<file path="src/rtl/owb_pkg.sv">
package owb_pkg;

  typedef enum logic [1:0] {
    CMD_WR0  = 2'd0,
    CMD_WR1  = 2'd1,
    CMD_READ = 2'd2,
    CMD_RST  = 2'd3
  } owb_cmd_e;

  typedef enum logic [1:0] {
    PH_IDLE = 2'd0,
    PH_LOW  = 2'd1,
    PH_WAIT = 2'd2,
    PH_TAIL = 2'd3
  } owb_phase_e;

  // durations in microseconds before stretching
  typedef struct packed {
    logic [9:0] low_us;
    logic [9:0] wait_us;
    logic [9:0] tail_us;
    logic       samples;
  } owb_prof_t;

  function automatic owb_prof_t slot_profile(input owb_cmd_e c);
    owb_prof_t p;
    case (c)
      CMD_WR1:  p = '{low_us: 10'd6,   wait_us: 10'd64, tail_us: 10'd0,   samples: 1'b0};
      CMD_WR0:  p = '{low_us: 10'd60,  wait_us: 10'd10, tail_us: 10'd0,   samples: 1'b0};
      CMD_READ: p = '{low_us: 10'd6,   wait_us: 10'd9,  tail_us: 10'd55,  samples: 1'b1};
      default:  p = '{low_us: 10'd500, wait_us: 10'd70, tail_us: 10'd430, samples: 1'b1};
    endcase
    return p;
  endfunction

endpackage

</file>
<file path="src/rtl/owb_us_tick.sv">
module owb_us_tick #(
  parameter int CLK_MHZ = 4
) (
  input  logic clk,
  input  logic rst_n,
  input  logic restart,
  output logic tick
);
  localparam int PRE_W = (CLK_MHZ > 2) ? $clog2(CLK_MHZ) : 1;
  localparam logic [PRE_W-1:0] PRE_LAST = PRE_W'(CLK_MHZ - 1);

  logic [PRE_W-1:0] pre_q;
  logic [PRE_W-1:0] pre_d;

  assign tick = (pre_q == PRE_LAST);

  always_comb begin
    if (restart || tick) pre_d = '0;
    else                 pre_d = pre_q + 1'b1;
  end

  always_ff @(posedge clk or negedge rst_n) begin
    if (!rst_n) pre_q <= '0;
    else        pre_q <= pre_d;
  end
endmodule

</file>
<file path="src/rtl/owb_sync.sv">
module owb_sync #(
  parameter int STAGES = 2,
  parameter bit RST_VAL = 1'b1
) (
  input  logic clk,
  input  logic rst_n,
  input  logic d,
  output logic q
);
  logic [STAGES-1:0] chain_q;

  generate
    for (genvar i = 0; i < STAGES; i++) begin : g_stage
      if (i == 0) begin : g_first
        always_ff @(posedge clk or negedge rst_n) begin
          if (!rst_n) chain_q[0] <= RST_VAL;
          else        chain_q[0] <= d;
        end
      end else begin : g_next
        always_ff @(posedge clk or negedge rst_n) begin
          if (!rst_n) chain_q[i] <= RST_VAL;
          else        chain_q[i] <= chain_q[i-1];
        end
      end
    end
  endgenerate

  assign q = chain_q[STAGES-1];
endmodule

</file>
<file path="src/rtl/owb_slot_seq.sv">
module owb_slot_seq
  import owb_pkg::*;
#(
  parameter int STRETCH = 1
) (
  input  logic     clk,
  input  logic     rst_n,
  input  logic     req,
  input  owb_cmd_e cmd,
  input  logic     tick,
  input  logic     bus_s,
  output logic     ack,
  output logic     restart,
  output logic     done,
  output logic     rx_bit,
  output logic     drive_low
);
  localparam int CNT_W = 10 + $clog2(STRETCH + 1);
  localparam logic [CNT_W-1:0] STRETCH_C = CNT_W'(STRETCH);

  owb_phase_e       ph_q, ph_d;
  owb_cmd_e         cmd_q, cmd_d;
  logic [CNT_W-1:0] cnt_q, cnt_d;
  logic             smp_q, smp_d;
  logic             rx_q, rx_d;
  logic             done_q, done_d;

  owb_prof_t        prof;
  logic [9:0]       us_sel;
  logic [CNT_W-1:0] ph_len;
  logic             ph_last;
  logic             start;

  assign prof  = slot_profile(cmd_q);
  assign start = (ph_q == PH_IDLE) && req;

  always_comb begin
    case (ph_q)
      PH_LOW:  us_sel = prof.low_us;
      PH_WAIT: us_sel = prof.wait_us;
      PH_TAIL: us_sel = prof.tail_us;
      default: us_sel = 10'd1;
    endcase
  end

  assign ph_len  = CNT_W'(us_sel) * STRETCH_C;
  assign ph_last = tick && (cnt_q == ph_len - 1'b1);

  // next-state logic
  always_comb begin
    ph_d   = ph_q;
    cmd_d  = cmd_q;
    cnt_d  = cnt_q;
    smp_d  = smp_q;
    rx_d   = rx_q;
    done_d = 1'b0;
    case (ph_q)
      PH_IDLE: begin
        if (start) begin
          ph_d  = PH_LOW;
          cmd_d = cmd;
          cnt_d = '0;
        end
      end
      PH_LOW: begin
        if (ph_last) begin
          ph_d  = PH_WAIT;
          cnt_d = '0;
        end else if (tick) begin
          cnt_d = cnt_q + 1'b1;
        end
      end
      PH_WAIT: begin
        if (ph_last) begin
          cnt_d = '0;
          if (prof.samples) begin
            smp_d = bus_s;
            ph_d  = PH_TAIL;
          end else begin
            ph_d   = PH_IDLE;
            done_d = 1'b1;
          end
        end else if (tick) begin
          cnt_d = cnt_q + 1'b1;
        end
      end
      default: begin
        if (ph_last) begin
          cnt_d  = '0;
          ph_d   = PH_IDLE;
          rx_d   = smp_q;
          done_d = 1'b1;
        end else if (tick) begin
          cnt_d = cnt_q + 1'b1;
        end
      end
    endcase
  end

  // registers
  always_ff @(posedge clk or negedge rst_n) begin
    if (!rst_n) begin
      ph_q   <= PH_IDLE;
      cmd_q  <= CMD_WR1;
      cnt_q  <= '0;
      smp_q  <= 1'b1;
      rx_q   <= 1'b0;
      done_q <= 1'b0;
    end else begin
      ph_q   <= ph_d;
      cmd_q  <= cmd_d;
      cnt_q  <= cnt_d;
      smp_q  <= smp_d;
      rx_q   <= rx_d;
      done_q <= done_d;
    end
  end

  assign ack       = start;
  assign restart   = start;
  assign done      = done_q;
  assign rx_bit    = rx_q;
  assign drive_low = (ph_q == PH_LOW);
endmodule

</file>
<file path="src/rtl/owb_slot_engine.sv">
module owb_slot_engine
  import owb_pkg::*;
#(
  parameter int CLK_MHZ = 4,
  parameter int STRETCH = 1
) (
  input  logic       clk,
  input  logic       rst_n,
  input  logic       req,
  input  logic [1:0] cmd,
  output logic       ack,
  output logic       done,
  output logic       rx_bit,
  input  logic       bus_in,
  output logic       bus_drive_n
);
  logic [1:0] rst_pipe_q;
  logic       rst_sync_n;
  logic       tick;
  logic       restart;
  logic       bus_s;
  logic       drive_low;

  // asynchronous assert, synchronous release
  always_ff @(posedge clk or negedge rst_n) begin
    if (!rst_n) rst_pipe_q <= 2'b00;
    else        rst_pipe_q <= {rst_pipe_q[0], 1'b1};
  end
  assign rst_sync_n = rst_pipe_q[1];

  owb_us_tick #(.CLK_MHZ(CLK_MHZ)) u_tick (
    .clk     (clk),
    .rst_n   (rst_sync_n),
    .restart (restart),
    .tick    (tick)
  );

  owb_sync #(.STAGES(2), .RST_VAL(1'b1)) u_sync (
    .clk   (clk),
    .rst_n (rst_sync_n),
    .d     (bus_in),
    .q     (bus_s)
  );

  owb_slot_seq #(.STRETCH(STRETCH)) u_seq (
    .clk       (clk),
    .rst_n     (rst_sync_n),
    .req       (req),
    .cmd       (owb_cmd_e'(cmd)),
    .tick      (tick),
    .bus_s     (bus_s),
    .ack       (ack),
    .restart   (restart),
    .done      (done),
    .rx_bit    (rx_bit),
    .drive_low (drive_low)
  );

  assign bus_drive_n = ~drive_low;
endmodule

</file>
<file path="config.mk">
export PLATFORM = sky130hd
export DESIGN_NAME = owb_slot_engine
export DESIGN_NICKNAME = d
export VERILOG_FILES = /design/src/rtl/owb_pkg.sv /design/src/rtl/owb_us_tick.sv /design/src/rtl/owb_sync.sv /design/src/rtl/owb_slot_seq.sv /design/src/rtl/owb_slot_engine.sv
export SDC_FILE = /design/constraint.sdc
export NUM_CORES = 1
export LEC_CHECK = 0
export CORE_ASPECT_RATIO = 0.75
export CORE_MARGIN = 1
export CORE_UTILIZATION = 50
export CTS_CLUSTER_SIZE = 16
export DETAILED_ROUTE_END_ITERATION = 8
export DONT_BUFFER_PORTS = 1
export SYNTH_ARGS = -nofsm -noshare
export SYNTH_HDL_FRONTEND = slang
export SYNTH_SLANG_ARGS = --single-unit
</file>
<file path="constraint.sdc">
create_clock -name clk -period 1.5 [get_ports clk]
set_input_delay 0 -clock clk [delete_from_list [all_inputs] [get_ports clk]]
set_output_delay 0 -clock clk [all_outputs]
set_load 0.1 [all_outputs]
</file>
Yosys cells after proc, flatten, opt, wreduce, memory -nomap -nowiden
Cells that the tools add are included.
Widths: inputs -> output; s select.

storage, ports and cells
  flip-flop bits (word level) = 24
  input bits = 6

operators by class
  reduce and logical (&&, ||, !) cells = 14
  mux-type cells = 17
  $add $sub $neg = 3
  bitwise operators = 2
  equality and inequality tests = 10

operators with widths
  cell                   number
  $pmux 30 s3            1
  $mux 11                4
  $pmux 10 s3            1
  $mux 2                 6
  $add 11x1->11 const B  1
  $eq 11x11->1           1
  $sub 10x1->11 const B  1
  $eq 2x2->1 const B     4
  $pmux 2 s3             1
  $reduce_and 2->1       3
  $eq 2x1->1 const B     2
  $logic_not 2->1        2
  $ne 2x1->1 const B     2
  $reduce_and 4->1       1
  $mux 1                 3
  $reduce_and 3->1       1
  $reduce_bool 3->1      1
  $reduce_or 3->1        1
  $add 2x1->2 const B    1
  $logic_and 1x1->1      2
  $ne 2x2->1 const B     1
  $not 1->1              2
  $pmux 1 s2             1
  $reduce_bool 2->1      1
  2 further kinds        2

Depth between registers and ports, before layout
Gate-level depths: netlist of the first run.

  depth after elaboration = 8
  mapped depth = 14
  gate-level depth less buffers = 13

Cells and area by module
A second synthesis of the first run with hierarchy kept.

unflattened totals
  cell total of the unflattened synthesis = 198
  area, all modules = 1793.0 um2

by module, submodules not included
  module           times used  area each (um2)  cells an instance  seq. area each (um2)
  owb_slot_seq     1           1597.8           187                452.9
  owb_us_tick      1           85.1             5                  50.0
  owb_slot_engine  1           57.6             4                  50.0
  owb_sync         1           52.6             2                  52.6

Worst setup path before layout of the first run
OpenSTA, ideal clock, no wires.

  kind = reg-to-reg
  start = register u_seq.cmd_q[0]
  end = register u_seq.smp_q
  arrival = 3088 ps
  period minus slack after synthesis = 3173 ps
  path buffers = 0
  path slack = -1673 ps
  stages on the path, launching flop included = 13
  cells stage by stage = dfstp_2 inv_1 ha_1 or3b_1 a31oi_1 ha_1 xor2_1 nand2_1 a2111oi_2 o311a_1 nand3b_4 nor4_4 mux2_1

between the ends
  word-level cells in the longest chain between the ends = 7

RTL lines
  what                                 RTL line             RTL
  start: declaration                   owb_slot_seq.sv:22   owb_cmd_e cmd_q, cmd_d;
  start signal: assignment             owb_slot_seq.sv:111  cmd_q <= cmd_d;
  $eq 2x2->1 (tied with other cells)   owb_pkg.sv:27        case (c)
  $pmux 30 s3 *                        owb_pkg.sv:27
  $pmux 10 s3                          owb_slot_seq.sv:38   case (ph_q)
  $sub 10x1->11                        owb_slot_seq.sv:47   assign ph_last = tick && (cnt_q == ph_len - 1'b1);
  $eq 11x11->1                         owb_slot_seq.sv:47
  $logic_and 1x1->1                    owb_slot_seq.sv:47
  $reduce_and 3->1 (no source line) *  -
  end signal: assignment               owb_slot_seq.sv:113  smp_q <= smp_d;
  end: declaration                     owb_slot_seq.sv:24   logic smp_q, smp_d;

Every way passes the cells marked *; elsewhere a longest branch is shown, timed or not.
A chain may end at the register's enable or synchronous reset.

Final worst setup path of the first run
  start = register u_seq.cmd_q[0]
  end = register u_seq.rx_q (netlist: u_seq.rx_bit)

between the ends
  word-level cells in the longest chain between the ends = 7

RTL lines
  what                                 RTL line             RTL
  $eq 2x2->1 (tied with other cells)   owb_pkg.sv:27
  $pmux 30 s3 *                        owb_pkg.sv:27
  $pmux 10 s3 *                        owb_slot_seq.sv:38
  $sub 10x1->11 *                      owb_slot_seq.sv:47
  $eq 11x11->1 *                       owb_slot_seq.sv:47
  $logic_and 1x1->1 *                  owb_slot_seq.sv:47
  $reduce_and 2->1 (no source line) *  -
  end signal: assignment               owb_slot_seq.sv:114  rx_q <= rx_d;
  end: declaration                     owb_slot_seq.sv:25   logic rx_q, rx_d;

Marked as above.

==> results.txt, run 1 <==
Adder-Cell Fraction of Synth Area: 0.06954
First-pass GRT wire length: 6.679 mm
Count of mapped cells out of synthesis: 201
Ys flop type: dfrtp_1
Violated checks: DRC, setup timing
Rows: 18
DIE AREA: 3845 um2
H-tree levels: 1
Antenna cells: 0
I/O pin cnt: 10
TritonCTS clock tree: done
Avg Inst Size Synth: 8.951 um2
Max Clock Freq: 322.0 MHz
Post-Syn Nets: 217
CP Capture Type: register
Worst Path Max Fanout: 4
Post-route ant nets: 0
Critical Path RT: 1.65 ns
Crit share post-route: 2.071
Area of the multi-input gates: 1235 um2
Final Max Tran Viols: 0
Setup CP Type: reg -> reg
Area share of and/or/nand/nor cells after synthesis: 0.3088
Status: finished, violations left
CP Launch Point: u_seq.cmd_q[0]
Total Power: 4.541 mW
Min Tclk post-route: 3.106 ns
Crit start category: register
Compound-Gate Fraction of Synth Area: 0.1439
Effective utilization at floorplan: 0.5362
Power Dens Cells: 1792 nW/um2
P_int: 2.679 mW
RSZ-0062 raised after global routing: yes
Layout fillers: 233
Worst r2r src: u_seq.cmd_q[0]
FF+latch area: 605.6 um2
Clock transition at path regs: 0.08 ns
Via density: 5.769
Net count, final: 276
DRT iter0 DRCs: 127
Clock sink total: 24
GR Overflow Total: 0
CTS Root Cell: clkbuf_8
Max VDD drop: 1305 uV
Synth Register Bits: 24
Detailed placement HPWL: 3.359 mm
Clk_skew: 0.006868 ns
DR pass1 iterations: 6
Wire length per cell: 15.24 um
Port bufs: 0
Sw Share: 0.4100
Post-synthesis xor/xnor area fraction: 0.04868
Max Buffers Root-to-Sink: 2
Latest clock arrival within the worst-skew pair: 0.27 ns
Syn-to-layout area delta: 40.82%
Fin cells: 299
Global placement routability congestion: 0.9482
Placed insts: 289
Worst Slack Setup Final: -1.606 ns
Total Routed Length: 4.558 mm
FFs w/ async S/R, synth: 1.000
Synth warn: 0
# DRC: 1
GRT Total Usage: 0.2294
Hold Crit Class: in -> reg
Relative slew slack: 0.4876
Mux cell area share after synthesis: 0.03477
Largest family of logic cells by synthesized area: simple AND/OR/NAND/NOR gates
Worst Path Arrival: 3.26 ns
Fraction of layout cells with a size suffix above 1: 0.3707
Psw: 1.862 mW
Vias post-DR: 1725
P_leak: 1.173 nW
Sequential share of power: 0.196
Vias in the first global route: 1435
Mapped Area: 1799 um2
EDFF count, synth: 0
Largest net degree at the start of global routing: 23
CTS Buf Count: 3
Yosys cell types: 55
Horiz. Die Dim: 71.27 um
Hold_sp: req
Clk pwr share: 0.125
Setup violators final: 16
Antenna violations before repair: 0
CORE AREA: 3356 um2
Max_cap viols: 0
Share of total power in combinational logic: 0.679
Final Hold Vio Count: 0
Die Span Y: 53.95 um
Sequential share of the synthesized area: 0.3366
Worst-Margin Slew: 0.7658 ns
==> power by group through the flow <==
stage,registers (mW),clock network [mW],logic (mW)
6_report,0.889,0.566,3.09
5_1_grt,0.904,0.606,3.32
4_1_cts,0.880,0.581,2.64
3_5_place_dp,0.894,0,2.57
3_3_place_gp,0.891,0,2.49
2_1_floorplan,0.917,0,1.58
==> metal layers <==
| metal | share of wire | GRT usage |
|---|---|---|
| met5 | 0 | 0 |
| met4 | 0.011 | 0.02667 |
| met3 | 0.070 | 0.03745 |
| met2 | 0.46 | 0.3905 |
| met1 | 0.46 | 0.3209 |
==> cell usage in the layout (no fill, tap or decap), drive strengths merged, types with 2 or more instances in the layout <==
cell         netlist  layout
nor3               5       5
mux2i              4       4
o211ai             2       2
clkbuf             5       3
mux2               2       2
dfstp              4       4
nor2              14      14
a2111oi            2       2
nand3b             3       3
nand2             20      20
a21oi              9       9
buf                7      61
nor3b              6       6
o22ai              2       2
nor2b             10      10
a31oi              5       5
and3               5       5
dlygate4sd3        0       5
xnor2              7       7
nand4              2       2
inv                7       7
xor2               3       3
nand2b             4       4
nor4               3       3
nand3             15      15
o21ai              8       8
o31ai              2       2
ha                10      10
and2               2       2
dfrtp             20      20
==> cell families after synthesis <==
family	after synthesis
adders and majority gates	10
buffers and inverters	19
DFF	24
other	1
and+or+nand+nor	94
AOI/OAI and AO/OA	37
muxes	6
xor gates and xnor gates	10
==> registers in the layout (all words and copies together) (netlist names) <==
signal and count:
u_seq.cnt_q 11, u_seq.smp_q 1, rst_pipe_q 2, u_tick.pre_q 2, u_seq.ph_q 2, u_seq.cmd_q 2, u_seq.done 1, u_sync.chain_q 1
u_sync.q 1, u_seq.rx_bit 1
==> path summary, 6_finish.rpt <==
path                              endpoint  slack, ns  cells after the start
min in group asynchronous   u_seq.cnt_q[1]       0.20                      1
hold / removal             u_tick.pre_q[0]       0.15                      3
max in group asynchronous    rst_pipe_q[1]       0.90                      2
hold reg to reg             u_seq.cnt_q[1]       0.20                      1
setup / recovery              u_seq.rx_bit      -1.61                     12
setup reg to reg              u_seq.rx_bit      -1.61                     12
==> per-stage QoR <==
step | setup WS (ns) | hold WS, ns | TNS [ns] | util | instance area (um2)
2_1_floorplan | -1.609 | -0.2956 | -21.99 | - | 1818
3_3_place_gp | -1.631 | -0.2955 | -23.57 | 0.6678 | 2241
3_5_place_dp | -1.734 | -0.2955 | -25.03 | 0.6678 | 2241
4_1_cts | -1.591 | 0.2070 | -24.09 | 0.7144 | 2397
5_1_grt | -1.766 | 0.1424 | -26.66 | 0.7550 | 2534
6_report | -1.606 | 0.1475 | -24.15 | 0.7550 | 2534
==> Yosys cell counts, types with 5 or more instances <==
| cell type | instances | area (um2) |
|---|---|---|
| dfrtp_1 | 20 | 500.5 |
| ha_1 | 10 | 125.1 |
| a31oi_1 | 5 | 31.28 |
| nand3_1 | 14 | 70.07 |
| inv_1 | 6 | 22.52 |
| and3_1 | 5 | 31.28 |
| nor2b_1 | 10 | 62.56 |
| xnor2_1 | 7 | 61.31 |
| nand2_1 | 20 | 75.07 |
| a21oi_1 | 9 | 45.04 |
| nor2_1 | 13 | 48.80 |
| clkbuf_1 | 5 | 18.77 |
==> worst max-delay path: stages, from the launching register on <==
cell and delay (ns):
dfstp_2 0.56, inv_4 0.05, buf_4 0.13, ha_1 0.26, a21oi_1 0.33, ha_4 0.19
xnor2_2 0.07, xnor2_2 0.15, a2111oi_4 0.32, o311a_1 0.28, nand3b_4 0.14, nor3_4 0.19
mux2_4 0.31
==> area by class of cell <==
cell class / count / share of cell area
multi-input combinational: 158 / 0.4874
timing repair buffer: 66 / 0.2143
tap: 40 / 0.01975
clock inverter: 1 / 0.01185
inverter: 7 / 0.01136
clock buffer: 3 / 0.01630
sequential: 24 / 0.2390
==> repair_timing <==
item,CTS,global route
hold endpoints to repair,5,0
pin swaps,4,4
gates resized for setup,6,25
hold buffers,5,0
buffers inserted,1,0
setup endpoints to repair,21,20
No activity file was read; power rests on OpenSTA's default activity.
==> inputs of run 2 (changes only) <==
--- a/config.mk
+++ b/config.mk
@@ -13,4 +13,5 @@
 export DONT_BUFFER_PORTS = 1
 export SYNTH_ARGS = -nofsm -noshare
 export SYNTH_HDL_FRONTEND = slang
+export SYNTH_HIERARCHICAL = 1
 export SYNTH_SLANG_ARGS = --single-unit
==> run 2 against run 1 <==
The run still ends with DRC, setup timing left; hold slack lost 0.034 ns; core utilization rose by 3.4 points; synthesized area shrank 0.35%; total power is 41% higher; first-iteration DRC count decreased by 17%; clock skew fell by 0.0050 ns; via count up 2.2%; flip-flop and latch count unchanged; global-route usage is 4.6 points higher; clock power increased by 1%.
==> results.txt, run 2 <==
Vias post-DR: 1763
Critical Path RT: 1.66 ns
Top cells by area, synth: dfrtp_1 (28%), ha_1 (7.0%), dfstp_2 (5.9%)
P_leak: 1.183 nW
First-pass GRT wire length: 7.859 mm
Antenna cells: 0
EDFF count, synth: 0
Worst-Margin Slew: 0.5326 ns
Via density: 5.724
Largest register FFs: 11
# DRC: 1
Commonest cells post-synth: dfrtp_1 (20), inv_1 (16), nand2_1 (16), o21ai_0 (15), a21oi_1 (12)
Crit start category: register
Total Routed Length: 5.128 mm
Global placement routability congestion: 0.8933
DR pass1 iterations: 6
Count of mapped cells out of synthesis: 198
CTS Buf Count: 3
Detailed placement HPWL: 3.445 mm
Commonest non-fill, non-tap cells in the layout: buf_4 (62), dfrtp_1 (19), inv_1 (14), nand2_1 (14), o21ai_1 (10)
Max VDD drop: 1524 uV
Worst r2r src: u_seq/cmd_q[0]
Max Clock Freq: 307.5 MHz
Placed insts: 292
Share of total power in combinational logic: 0.754
Worst Path Max Fanout: 5
Setup CP Type: reg -> reg
GR Overflow Total: 0
Violated checks: DRC, setup timing
Sw Share: 0.4506
Mapped Area: 1793 um2
H-tree levels: 1
Fin cells: 308
Clock transition at path regs: 0.09 ns
Die Span Y: 53.86 um
CP bufs+invs: 3
Clk pwr share: 0.089
Fin util: 0.7890
Antenna violations before repair: 0
Total Power: 6.411 mW
Final Hold Vio Count: 0
Sequential share of power: 0.157
Register bank with the most flops: u_seq/cnt_q
Final Max Tran Viols: 0
Fin area: 2648 um2
Psw: 2.889 mW
CORE AREA: 3356 um2
Post-synth top area share: 0.2791
Clock sink total: 24
CTS Root Cell: clkbuf_8
Sequential share of the synthesized area: 0.3378
Worst path depth: 14
Effective utilization at floorplan: 0.5343
CP Capture Type: register
Status: finished, violations left
Port bufs: 0
Power Dens Cells: 2421 nW/um2
Ys flop type: dfrtp_1
Reg2reg end: u_seq/cnt_q[1]
Post-route ant nets: 0
Hold Crit Class: in -> reg
Wire length per cell: 16.65 um
Register-to-Register Path Depth: 14
Metal-1 WL: 2.323 mm
Horiz. Die Dim: 71.15 um
Rows: 18
FFs w/ async S/R, synth: 1.000
Worst Slack Setup Final: -1.752 ns
CP Launch Point: u_seq/cmd_q[0]
Synth Register Bits: 24
Min Tclk post-route: 3.252 ns
Worst Path Arrival: 3.41 ns
Vias in the first global route: 1647
Net count, final: 285
Synth warn: 6
Fraction of layout cells with a size suffix above 1: 0.4478
Latest clock arrival within the worst-skew pair: 0.27 ns
I/O pin cnt: 10
Commonest non-fill, non-tap cell in the layout: buf_4
CP max-delay cell: dfstp_2
Crit share post-route: 2.168
Yosys cell types: 55
Top routing layer used: met4
Hold Path Depth: 4
Layout fillers: 226
GRT Total Usage: 0.2752
Syn-to-layout area delta: 47.66%
Avg Inst Size Synth: 9.055 um2
Max_cap viols: 0
TritonCTS clock tree: done
RSZ-0062 raised after global routing: yes
DRT iter0 DRCs: 106
Post-Syn Nets: 214
Slowest stage delay, CP: 0.57 ns
Relative slew slack: 0.6428
Cell with the most instances after synthesis: dfrtp_1
P_int: 3.522 mW
R2r setup slk: -1.75 ns
DIE AREA: 3832 um2
Largest net degree at the start of global routing: 23
Setup violators final: 16
Routed wl met2: 2.419 mm
Clk_skew: 0.001892 ns
Wire length on met3: 343 um
CP endpoint: u_seq/cnt_q[1]
Max Buffers Root-to-Sink: 2
Crit path max-delay family: simple AND/OR/NAND/NOR gates
Largest area contributor in the synthesized netlist: dfrtp_1
CP cell instances: inv_4 -> ha_4 -> or3b_4 -> a32oi_2 -> ha_1 -> xor2_1 -> o21ai_1 -> nor2_1 -> nand4_1 -> nor4_4 -> buf_4 -> a41oi_4 -> buf_12 -> a32o_1
Area after DPL: 2323 um2
## run 2: cell types whose count changed after synthesis, moves of 4 or more
| cell | delta |
|---|---|
| nand2_1 | -4 |
| nand4_1 | +4 |
| inv_1 | +10 |
| nor2b_1 | -10 |
| clkbuf_1 | -4 |
| nor2_1 | -4 |
| o21ai_0 | +11 |
## run 2: power by group through the flow
| stage | Sequential, mW | Clock, mW | Combinational (mW) |
|---|---|---|---|
| final | 1.01 | 0.572 | 4.83 |
| after global routing | 1.03 | 0.613 | 5.18 |
| after CTS | 0.991 | 0.586 | 4.27 |
| after detailed placement | 1.01 | 0 | 4.11 |
| after global placement | 0.998 | 0 | 4.01 |
| after floorplan | 1.02 | 0 | 2.65 |
## run 2: layer usage
| metal | vias to the layer above | global-route usage |
|---|---|---|
| met5 | - | 0 |
| met4 | 0 | 0.06333 |
| met3 | 6 | 0.05805 |
| met2 | 68 | 0.4508 |
| met1 | 849 | 0.3789 |
| li1 | 840 | - |
## run 2: kinds of logic after synthesis
kind of cell | count (synthesis) | share of synthesized area
simple gates | 73 | 0.2401
compound gates | 49 | 0.1947
buf+inv | 25 | 0.06908
flops | 24 | 0.3378
fa+ha+maj | 10 | 0.06978
xor+xnor | 10 | 0.04885
mux | 6 | 0.03768
other cells | 1 | 0.002092
## run 2: worst register-to-register path, stage by stage (launching register included)
cell and delay [ns]:
dfstp_2 0.57, inv_4 0.05, ha_4 0.17, or3b_4 0.39, a32oi_2 0.16, ha_1 0.27, xor2_1 0.14, o21ai_1 0.09
nor2_1 0.09, nand4_1 0.13, nor4_4 0.30, buf_4 0.17, a41oi_4 0.18, buf_12 0.21, a32o_1 0.22
## run 2: final cells by class
type	instances	area (um2)	area share
multi-input cells	149	1186	0.4480
repair buffers	75	666.9	0.2519
flip-flops and latches	24	606.8	0.2292
inverters	16	66.31	0.02505
well taps	40	50.05	0.01890
clock buffers	3	41.29	0.01560
clock inverters	1	30.03	0.01134
## run 2: worst min-delay path by stage
stage,end,slack [ns],start
final,u_tick/pre_q[0],0.11,req
after global routing,u_tick/pre_q[0],0.13,req
after CTS,u_tick/pre_q[0],0.16,req
after detailed placement,rst_pipe_q[0],-0.30,rst_n
after global placement,rst_pipe_q[0],-0.30,rst_n
after floorplan,rst_pipe_q[0],-0.30,rst_n
## run 2: metrics by stage
stage,setup slack (ns),hold slack (ns),setup TNS (ns)
6_report,-1.752,0.1140,-27.22
5_1_grt,-2.015,0.1274,-31.40
4_1_cts,-1.721,0.1600,-26.61
3_5_place_dp,-1.857,-0.2955,-27.92
3_3_place_gp,-1.731,-0.2955,-26.04
2_1_floorplan,-1.673,-0.2956,-23.85
## run 2: repair_timing
item / 4_1_cts / 5_1_grt
endpoints found under the hold margin: 6 / 0
setup endpoints to repair: 20 / 20
hold buffers: 6 / 0
gates cloned: 0 / 2
setup buffers: 4 / 0
resized for setup: 4 / 22
pin swaps: 5 / 1
==> inputs of run 3 (changes only) <==
--- a/config.mk
+++ b/config.mk
@@ -11,6 +11,7 @@
 export CTS_CLUSTER_SIZE = 16
 export DETAILED_ROUTE_END_ITERATION = 8
 export DONT_BUFFER_PORTS = 1
+export REMOVE_ABC_BUFFERS = 1
 export SYNTH_ARGS = -nofsm -noshare
 export SYNTH_HDL_FRONTEND = slang
 export SYNTH_HIERARCHICAL = 1
==> run 3 against run 2 <==
Hold slack worse by 0.051 ns; flip-flop and latch count stayed put; total power rose by 1.4%; fmax fell by 1.3%; core utilization is 1.2 points higher; highest routed layer unchanged; the run ends with setup timing left; via count increased by 2.3%; clock-buffer cell count stayed put; clock power increased by 2%; sequential share of layout area shrank 0.33 points.
==> results.txt, run 3 (same netlist as run 2, synthesis figures left out) <==
Worst slack, placed: -1.992 ns
Horiz. Die Dim: 71.15 um
DIE AREA: 3832 um2
Area after DPL: 2242 um2
Antenna violations before repair: 0
Wire length per cell: 17.64 um
Commonest non-fill, non-tap cell in the layout: buf_4
Final hold slack: 0.06342 ns
Fin util: 0.8005
Clk_skew: 0.003523 ns
Detailed placement HPWL: 3.573 mm
Relative slew slack: 0.6561
Fin area: 2686 um2
H-tree levels: 1
Layout fillers: 206
Largest net degree at the start of global routing: 23
Sequential share of power: 0.158
Placed insts: 289
DRT iter0 DRCs: 129
Crit share post-route: 2.196
Latest clock arrival within the worst-skew pair: 0.28 ns
Net count, final: 284
Total Power: 6.499 mW
CP max-delay cell: dfstp_2
Global placement routability congestion: 0.9700
TritonCTS clock tree: done
Max Buffers Root-to-Sink: 2
Clk pwr share: 0.090
I/O pin cnt: 10
Hold Crit Class: in -> reg
Share of total power in combinational logic: 0.753
Clock sink total: 24
Worst Slack Setup Final: -1.795 ns
Via density: 5.873
Slowest stage delay, CP: 0.55 ns
Clock transition at path regs: 0.09 ns
Status: finished, violations left
Worst Path Arrival: 3.46 ns
CTS Root Cell: clkbuf_8
Crit path max-delay family: simple AND/OR/NAND/NOR gates
Psw: 2.996 mW
Syn-to-layout area delta: 49.83%
P_int: 3.503 mW
CP Capture Type: register
CTS Buf Count: 3
Crit start category: register
Setup violators final: 17
Setup CP Type: reg -> reg
Largest register FFs: 11
GRT Total Usage: 0.2771
CP cell instances: inv_2 -> ha_4 -> or3b_4 -> a32oi_2 -> ha_1 -> xor2_1 -> o21ai_1 -> nor2_1 -> nand4_1 -> nor4_4 -> nand4_1 -> nor3_2 -> mux2_4
Sw Share: 0.4609
Critical Path RT: 1.67 ns
Vias post-DR: 1803
P_leak: 1.177 nW
Worst Path Max Fanout: 3
# DRC: 0
Commonest non-fill, non-tap cells in the layout: buf_4 (54), dfrtp_1 (19), nand2_1 (14)
Max Clock Freq: 303.5 MHz
Register bank with the most flops: u_seq/cnt_q
First-pass GRT wire length: 7.886 mm
CORE AREA: 3356 um2
Post-route ant nets: 0
Max_cap viols: 0
RSZ-0062 raised after global routing: yes
Antenna cells: 0
Worst-Margin Slew: 0.5128 ns
Power Dens Cells: 2419 nW/um2
Rows: 18
Fin cells: 307
GR Overflow Total: 0
Violated checks: setup timing
Effective utilization at floorplan: 0.5343
Die Span Y: 53.86 um
Min Tclk post-route: 3.295 ns
Port bufs: 0
TNS Setup: -27.40 ns
Most used cell, CP: nand4_1
Final Hold Vio Count: 0
Vias in the first global route: 1702
DR pass1 iterations: 6
Final Max Tran Viols: 0
Fraction of layout cells with a size suffix above 1: 0.4682
Total Routed Length: 5.416 mm
Max VDD drop: 1323 uV
CP bufs+invs: 1
[run 3: worst paths after layout]
| check | from | end | slack, ns | depth (start not counted) |
|---|---|---|---|---|
| setup reg to reg | u_seq/cmd_q[0] | u_seq/rx_bit | -1.79 | 13 |
| max in group asynchronous | rst_n | rst_pipe_q[1] | 0.88 | 2 |
| hold / removal | req | u_tick/pre_q[0] | 0.06 | 5 |
| hold reg to reg | rst_pipe_q[1] | u_seq/cnt_q[0] | 0.23 | 1 |
| min in group asynchronous | rst_pipe_q[1] | u_seq/cnt_q[0] | 0.23 | 1 |
| setup / recovery | u_seq/cmd_q[0] | u_seq/rx_bit | -1.79 | 13 |
[run 3: routing by layer]
layer | share of wire | global-route usage | vias to the layer above
met5 | 0 | 0 | -
met3 | 0.064 | 0.05243 | 17
met2 | 0.48 | 0.4889 | 61
met4 | 0.028 | 0.07000 | 0
li1 | - | - | 844
met1 | 0.42 | 0.3571 | 881
[run 3: final cells by class]
class,instances,area (um2),area share
Inverter,16,62.56,0.02329
Clock buffer,3,41.29,0.01537
Timing Repair Buffer,74,649.4,0.2417
Tap cell,40,50.05,0.01863
Multi-Input combinational cell,149,1246,0.4639
Sequential cell,24,606.8,0.2259
Clock inverter,1,30.03,0.01118
[run 3: repair_timing]
| action | CTS | global route |
|---|---|---|
| endpoints found under the hold margin | 6 | 0 |
| pin swaps | 13 | 11 |
| gates resized for setup | 28 | 37 |
| buffers inserted | 3 | 4 |
| setup endpoints to repair | 18 | 18 |
| hold buffers | 6 | 0 |
| gates cloned | 0 | 1 |
[run 3: worst register-to-register path, cell delays in order, from the launching register on]
cell and delay [ns]:
dfstp_2 0.55, inv_2 0.05, ha_4 0.16, or3b_4 0.38, a32oi_2 0.17, ha_1 0.27, xor2_1 0.18, o21ai_1 0.11
nor2_1 0.10, nand4_1 0.13, nor4_4 0.31, nand4_1 0.21, nor3_2 0.26, mux2_4 0.31
[run 3: power groups by stage]
stage	Combinational, mW	Sequential [mW]	Clock, mW
after global routing	5.16	1.04	0.603
after CTS	4.24	1.01	0.587
after floorplan	2.25	1.11	0
after global placement	3.81	0.992	0
final	4.89	1.03	0.582
after detailed placement	3.93	0.998	0
